[config.mk]
export PLATFORM = sky130hd
export DESIGN_NAME = pulse_word_decoder
export DESIGN_NICKNAME = d
export VERILOG_FILES = /design/src/rtl/pwd_pkg.sv /design/src/rtl/pwd_classify.sv /design/src/rtl/pwd_assemble.sv /design/src/rtl/pwd_unpack.sv /design/src/rtl/pulse_word_decoder.sv
export SDC_FILE = /design/constraint.sdc
export NUM_CORES = 1
export LEC_CHECK = 0
export BUFFER_PORTS_ARGS = -buffer_cell sky130_fd_sc_hd__buf_2
export CORE_ASPECT_RATIO = 0.9
export CORE_MARGIN = 5
export CORE_UTILIZATION = 40
export DETAILED_ROUTE_END_ITERATION = 6
export PLACE_DENSITY = 0.62
export SLEW_MARGIN = 40
export SYNTH_ARGS = -nofsm -noshare
export SYNTH_HDL_FRONTEND = slang
export SYNTH_SLANG_ARGS = --single-unit
[constraint.sdc]
create_clock -name clk -period 6.8 [get_ports clk]
set_input_delay 1.36 -clock clk [delete_from_list [all_inputs] [get_ports clk]]
set_output_delay 1.36 -clock clk [all_outputs]
set_load 0.02 [all_outputs]
[src/rtl/pwd_pkg.sv]
package pwd_pkg;
  localparam int WORD_BITS = 45;
  localparam int ROWS      = 4;

  typedef enum logic [2:0] {
    CL_NONE = 3'd0,
    CL_P10  = 3'd1,
    CL_P15  = 3'd2,
    CL_P20  = 3'd3,
    CL_P25  = 3'd4,
    CL_P30  = 3'd5
  } pclass_e;

  typedef enum logic [1:0] {
    ST_IDLE = 2'd0,
    ST_SEED = 2'd1,
    ST_BITS = 2'd2
  } dstate_e;

  typedef struct packed {
    logic [ROWS-1:0][7:0] data;
    logic [ROWS-1:0]      rowp;
    logic [7:0]           colp;
    logic                 stop;
  } word_t;
endpackage

[src/rtl/pwd_classify.sv]
module pwd_classify
  import pwd_pkg::*;
#(
  parameter int LEN_W = 10,
  parameter int HALF  = 32,
  parameter int TOL   = 8
) (
  input  logic [LEN_W-1:0] len,
  output pclass_e          cls
);
  localparam int NCLS = 5;

  logic [NCLS-1:0] hit;

  for (genvar k = 0; k < NCLS; k++) begin : g_band
    localparam int CTR = (k + 2) * HALF;
    localparam logic [LEN_W-1:0] LO = LEN_W'(CTR - TOL);
    localparam logic [LEN_W-1:0] HI = LEN_W'(CTR + TOL);
    assign hit[k] = (len >= LO) && (len <= HI);
  end

  always_comb begin
    cls = CL_NONE;
    for (int k = 0; k < NCLS; k++) begin
      if (hit[k]) cls = pclass_e'(3'(k + 1));
    end
  end
endmodule

[src/rtl/pwd_assemble.sv]
module pwd_assemble
  import pwd_pkg::*;
(
  input  logic                 clk,
  input  logic                 rst_n,
  input  logic                 start,
  input  logic                 take,
  input  pclass_e              cls,
  output logic                 fin_word,
  output logic                 fin_eob,
  output logic                 fin_err,
  output logic [WORD_BITS-1:0] fin_bits
);
  localparam int SR_W  = WORD_BITS + 1;
  localparam int CNT_W = $clog2(SR_W + 3);
  localparam logic [CNT_W-1:0] FULL = CNT_W'(SR_W);

  dstate_e          st;
  logic [SR_W-1:0]  sr;
  logic [CNT_W-1:0] cnt;
  logic             flg;

  logic [1:0]       n_emit;
  logic             b_a, b_b, flg_nx;
  logic             lw, seed_end, bad;
  logic [CNT_W-1:0] cnt_sum;
  logic             ovf, act;

  always_comb begin
    n_emit   = 2'd0;
    b_a      = 1'b0;
    b_b      = 1'b0;
    flg_nx   = flg;
    lw       = 1'b0;
    seed_end = 1'b0;
    bad      = 1'b0;
    if (st == ST_SEED) begin
      unique case (cls)
        CL_P15:  begin n_emit = 2'd1; b_a = 1'b1; flg_nx = 1'b0; end
        CL_P20:  begin n_emit = 2'd1; b_a = 1'b0; flg_nx = 1'b1; end
        CL_P25:  begin n_emit = 2'd2; b_a = 1'b0; b_b = 1'b1; flg_nx = 1'b0; end
        CL_P30:  seed_end = 1'b1;
        default: bad = 1'b1;
      endcase
    end else begin
      unique case (cls)
        CL_P10:  begin n_emit = 2'd1; b_a = sr[0]; end
        CL_P15: begin
          if (flg) begin
            n_emit = 2'd2; b_a = sr[0]; b_b = ~sr[0]; flg_nx = 1'b0;
          end else begin
            n_emit = 2'd1; b_a = ~sr[0]; flg_nx = 1'b1;
          end
        end
        CL_P20:  begin n_emit = 2'd2; b_a = 1'b0; b_b = 1'b1; end
        CL_P30:  lw = 1'b1;
        default: bad = 1'b1;
      endcase
    end
  end

  assign cnt_sum  = cnt + CNT_W'(n_emit);
  assign ovf      = cnt_sum > FULL;
  assign act      = take && (st != ST_IDLE) && !start;
  assign fin_err  = act && (bad || ovf);
  assign fin_word = act && (st == ST_BITS) && lw && (cnt == FULL);
  assign fin_eob  = act && (((st == ST_SEED) && seed_end) ||
                            ((st == ST_BITS) && lw && (cnt < FULL)));
  assign fin_bits = sr[SR_W-1:1];

  always_ff @(posedge clk or negedge rst_n) begin
    if (!rst_n) begin
      st  <= ST_IDLE;
      sr  <= '0;
      cnt <= '0;
      flg <= 1'b0;
    end else if (start) begin
      st  <= ST_SEED;
      cnt <= '0;
      flg <= 1'b0;
    end else if (act) begin
      if (fin_err || fin_eob) begin
        st <= ST_IDLE;
      end else if (fin_word) begin
        st  <= ST_SEED;
        cnt <= '0;
        flg <= 1'b0;
      end else begin
        st  <= ST_BITS;
        cnt <= cnt_sum;
        flg <= flg_nx;
        if (n_emit == 2'd2) sr <= {sr[SR_W-3:0], b_a, b_b};
        else                sr <= {sr[SR_W-2:0], b_a};
      end
    end
  end
endmodule

[src/rtl/pwd_unpack.sv]
module pwd_unpack
  import pwd_pkg::*;
(
  input  logic [WORD_BITS-1:0] raw,
  output word_t                w,
  output logic                 perr
);
  localparam int ROW_SPAN = 9;

  logic [ROWS-1:0] row_bad;
  logic [7:0]      col_x;

  for (genvar i = 0; i < ROWS; i++) begin : g_row
    localparam int TOP = WORD_BITS - 1 - ROW_SPAN * i;
    assign w.data[ROWS-1-i] = raw[TOP -: 8];
    assign w.rowp[ROWS-1-i] = raw[TOP-8];
    assign row_bad[i]       = w.rowp[ROWS-1-i] ^ (^raw[TOP -: 8]);
  end

  assign w.colp = raw[8:1];
  assign w.stop = raw[0];

  always_comb begin
    col_x = 8'h00;
    for (int i = 0; i < ROWS; i++) col_x = col_x ^ w.data[i];
  end

  assign perr = (|row_bad) || (col_x != w.colp);
endmodule

[src/rtl/pulse_word_decoder.sv]
module pulse_word_decoder
  import pwd_pkg::*;
#(
  parameter int LEN_W = 10,
  parameter int HALF  = 32,
  parameter int TOL   = 8
) (
  input  logic             clk,
  input  logic             rst_n,
  input  logic             blk_start,
  input  logic             pl_valid,
  output logic             pl_ready,
  input  logic [LEN_W-1:0] pl_len,
  output logic             word_valid,
  input  logic             word_ready,
  output logic [31:0]      word_data,
  output logic [3:0]       word_rowpar,
  output logic [7:0]       word_colpar,
  output logic             word_stop,
  output logic             word_perr,
  output logic             blk_end,
  output logic             dec_err
);
  pclass_e              cls;
  logic                 take;
  logic                 fin_word, fin_eob, fin_err;
  logic [WORD_BITS-1:0] fin_bits;
  logic [WORD_BITS-1:0] word_q;
  word_t                wf;

  assign pl_ready = !word_valid;
  assign take     = pl_valid && pl_ready;

  pwd_classify #(.LEN_W(LEN_W), .HALF(HALF), .TOL(TOL)) u_cls (
    .len (pl_len),
    .cls (cls)
  );

  pwd_assemble u_asm (
    .clk      (clk),
    .rst_n    (rst_n),
    .start    (blk_start),
    .take     (take),
    .cls      (cls),
    .fin_word (fin_word),
    .fin_eob  (fin_eob),
    .fin_err  (fin_err),
    .fin_bits (fin_bits)
  );

  always_ff @(posedge clk or negedge rst_n) begin
    if (!rst_n) begin
      word_valid <= 1'b0;
      word_q     <= '0;
      blk_end    <= 1'b0;
      dec_err    <= 1'b0;
    end else begin
      blk_end <= fin_eob;
      dec_err <= fin_err;
      if (fin_word) begin
        word_valid <= 1'b1;
        word_q     <= fin_bits;
      end else if (word_ready) begin
        word_valid <= 1'b0;
      end
    end
  end

  pwd_unpack u_unp (
    .raw  (word_q),
    .w    (wf),
    .perr (word_perr)
  );

  assign word_data   = wf.data;
  assign word_rowpar = wf.rowp;
  assign word_colpar = wf.colp;
  assign word_stop   = wf.stop;
endmodule

==> metrics.md <==
| Metric | Value |
|---|---|
| Via/cell ratio | approximately 5.4 |
| Layout area overhead | 14.8% |
| DRC Markers | 0 |
| Effective utilization at floorplan | ~40% |
| Clock sink count | roughly 100 |
| Routed len/inst | 16.5 um |
| CP Launch Type | input port |
| CTS tree | done |
| Die Span Y | 123 um |
| First-pass GRT wire length | 23.0 mm |
| All-Layer GR Usage | 17.4% |
| Max incr delay on CP | slightly above 600 ps |
| XOR/XNOR Fraction of Synth Area | between 10% and 20% |
| Async S/R FF share, synth | 100% |
| Seq cells post-synth | 103 |
| Final TNS setup | 0 ps |
| Reg clk slew, reported paths | 70 ps |
| Finished Layout Cells | between 800 and 900 |
| Yosys top cell area share | a little under half |
| CTS buffer count | 9 |
| Crit-path max FO | 52 |
| Initial DRC Count | around 340 |
| Crit-path leading delay family | compound AO/OA/AOI/OAI gates |
| FP Rows | 41 |
| Largest net degree at the start of global routing | 53 |
| Synth Area in Adders | between 1 and 1.5% |
| Layout cells sized above 1 | between 10% and 20% |
| Slack of the critical path | around 1200 ps |
| Mapped Cells | 601 |
| Mapped Avg Cell Area | 9.46 um^2 |
| Vias after detailed routing | roughly 4500 |
| # hold bufs at CTS | 0 |
| DRT Pass-1 Iters | 4 |
| Largest family of logic cells by synthesized area | simple AND/OR/NAND/NOR gates |
| IO Port Bufs | 64 |
| Post-Synth Simple-Gate Area | between 15 and 20% |
| Initial antenna violation count | 0 |
| CTS H-Tree Depth | 3 |
| CTS resizes | 0 |
| Syn_nets | 620 |
| DP HPWL | between 9 and 10 mm |
| Fmax achieved | ~0.18 GHz |
| Top cell by count, worst path | a221o_1 |
| Final Setup Violations | 0 |
| Clock skew | around 7.5 ps |
| Synth area leader | dfrtp_1 |
| Die Span X | 136 um |
| Sequential share of the synthesized area | 45.3% |
| Post-CTS Setup Bufs | 0 |
| Vias in the first global route | roughly 4500 |
| Max cap viols | 0 |
| Root buffer cell | clkbuf_16 |
| Synth warn | 0 |
| HP Class | register to register |
| Design area | approximately 6500 um^2 |
| Routability congestion estimate | 0.876 |
| Mux contribution to synthesized area | between 10% and 20% |
| Final layout net count | roughly 670 |
| Lkg Pwr | between 3 and 4 nW |
| Min cycle time layout | 5640 ps |
| CP max-delay cell | a221o_2 |
| Placement Setup Slack | 786 ps |
| Final Hold Vio Count | 0 |
| Status | finished clean |
| Antenna Cells | 0 |
| Dpl cells | approximately 830 |
| Period Utilization, post-route | between 80% and 90% |
| CP Data Required Time | 7030 ps |
| Grt ovf | 0 |
| Routed Antenna Nets | 0 |
| Worst-skew pair later-pin latency | 350 ps |
| Compound-Gate Fraction of Synth Area | between 10% and 20% |
| Worst Setup Path Type | input port to register |
| Relative slew slack | roughly half |
| Hold Slack | 476 ps |
| Total power | between 1 and 1.5 mW |
| Syn Std Cell Area | between 5000 and 6000 um^2 |
| Cell variety after synth | 56 |
| PD cells | about 210 nW/um^2 |
| Worst path cell trace | buf_2, or3b_1, a21o_1, nor3_2, o21bai_4, inv_1, fa_1, and3b_1, a221o_1, a221o_1, a221o_2, or2_1, buf_4, mux2_4 |
| Peak supply drop | roughly 0.13 mV |
| CP endpoint kind | register |
| Final Max Tran Viols | 0 |
| Worst-margin pin slew | 740 ps |
| Layout Utilization | roughly 47% |
| Cell Area, Placed | just over 6000 um^2 |
| Post-synth EDFFs | 0 |
| Die footprint | around 17000 um^2 |
| RSZ-0062 raised after global routing | false |
| Worst reg-to-reg setup slack | 2220 ps |
| Arrival @ worst endpoint | around 5900 ps |
| Longest Clk Path Bufs | 2 |
| Worst path buffer plus inverter count | 3 |
| Synth Flop Type | dfrtp_1 |
| Total Routed Length | roughly 14 mm |
| Synth area leaders | dfrtp_1, nand2_1, xnor2_1, o21ai_0, mux2i_1 |
| I/O pins | 65 |
| Core Area | between 10000 and 15000 um^2 |
cells in the mapped netlist, drive strengths merged, types with 7 or more instances:
| library cell | n |
|---|---|
| buf | 14 |
| clkbuf | 20 |
| dfrtp | 103 |
| nor2 | 12 |
| xnor2 | 59 |
| nor4 | 9 |
| inv | 11 |
| o31ai | 7 |
| mux2i | 35 |
| nand2 | 144 |
| nor3 | 7 |
| o21ai | 79 |
| mux2 | 20 |
cells in the final DEF, fill, tap and decap left out, types with 4 or more instances in the layout:
cell | synthesis | layout
clkbuf_16 | 0 | 9
a21oi_1 | 6 | 6
a211oi_1 | 4 | 4
buf_4 | 0 | 8
dfrtp_1 | 103 | 103
nand2_1 | 144 | 144
mux2_4 | 8 | 8
buf_2 | 8 | 63
o31ai_1 | 7 | 7
nor3b_1 | 4 | 4
nor2_1 | 12 | 12
xnor2_1 | 59 | 59
xor2_1 | 6 | 6
inv_1 | 11 | 11
mux2_2 | 12 | 12
nor3_1 | 6 | 6
mux2i_1 | 35 | 35
o211ai_1 | 4 | 4
nand3_1 | 6 | 6
o21ai_0 | 79 | 79
nor4_1 | 8 | 7
final timing paths:
| kind | endpoint | startpoint | depth (start not counted) |
|---|---|---|---|
| setup / recovery | u_asm.sr[32] | pl_len[7] | 14 |
| hold / removal | word_q[0] | word_q[0] | 2 |
| setup reg to reg | u_asm.sr[32] | u_asm.st[1] | 12 |
| hold reg to reg | word_q[0] | word_q[0] | 2 |
| max in group asynchronous | word_q[36] | rst_n | 3 |
| min in group asynchronous | word_valid | rst_n | 1 |
flip-flops by register name, summed over array words and instances (netlist names):
register	flops
word_valid	1
u_asm.flg	1
u_asm.st	2
word_q	45
u_asm.cnt	6
blk_end	1
u_asm.sr	46
dec_err	1
report_power, final:
group | internal, mW | leakage, nW | switching [mW] | total [mW]
clock | 0.328 | 0.158 | 0.240 | 0.568
sequential | 0.647 | 1.43 | 0.0392 | 0.686
combinational | 0.0520 | 1.45 | 0.0860 | 0.138
total | 1.03 | 3.04 | 0.365 | 1.39
worst register-to-register path: stages, from the launching register on:
cell	delay [ps]
dfrtp_1	440
nand2b_1	290
nor3_2	370
o21bai_4	200
inv_1	80
fa_1	610
and3b_1	190
a221o_1	310
a221o_1	390
a221o_2	620
or2_1	310
buf_4	310
mux2_4	370
final cells by class:
type / instances / area (um^2)
clock buffer: 9 / 225
clock inverter: 7 / 105
fill: 1339 / 7480
inverter: 11 / 41.3
multi-input combinational: 453 / 2940
sequential: 103 / 2580
tap: 193 / 241
timing repair buffer: 72 / 395
cells by family (layout without fill, tap and decap cells):
logic type | after synthesis | in the layout
multiplexers | 55 | 55
AO/OA/AOI/OAI | 125 | 125
buffers and inverters | 45 | 99
flip-flops | 103 | 103
AND/OR/NAND/NOR | 204 | 204
XOR/XNOR | 65 | 65
adder cells (fa/ha/maj) | 4 | 4
layer usage:
metal,track usage [%],up-vias,routed length [um]
li1,-,2173,-
met1,24.3,2229,6590
met2,27.9,130,6480
met3,3.38,16,743
met4,4.47,0,179
met5,0,-,0
(Power assumes the default switching activity.)
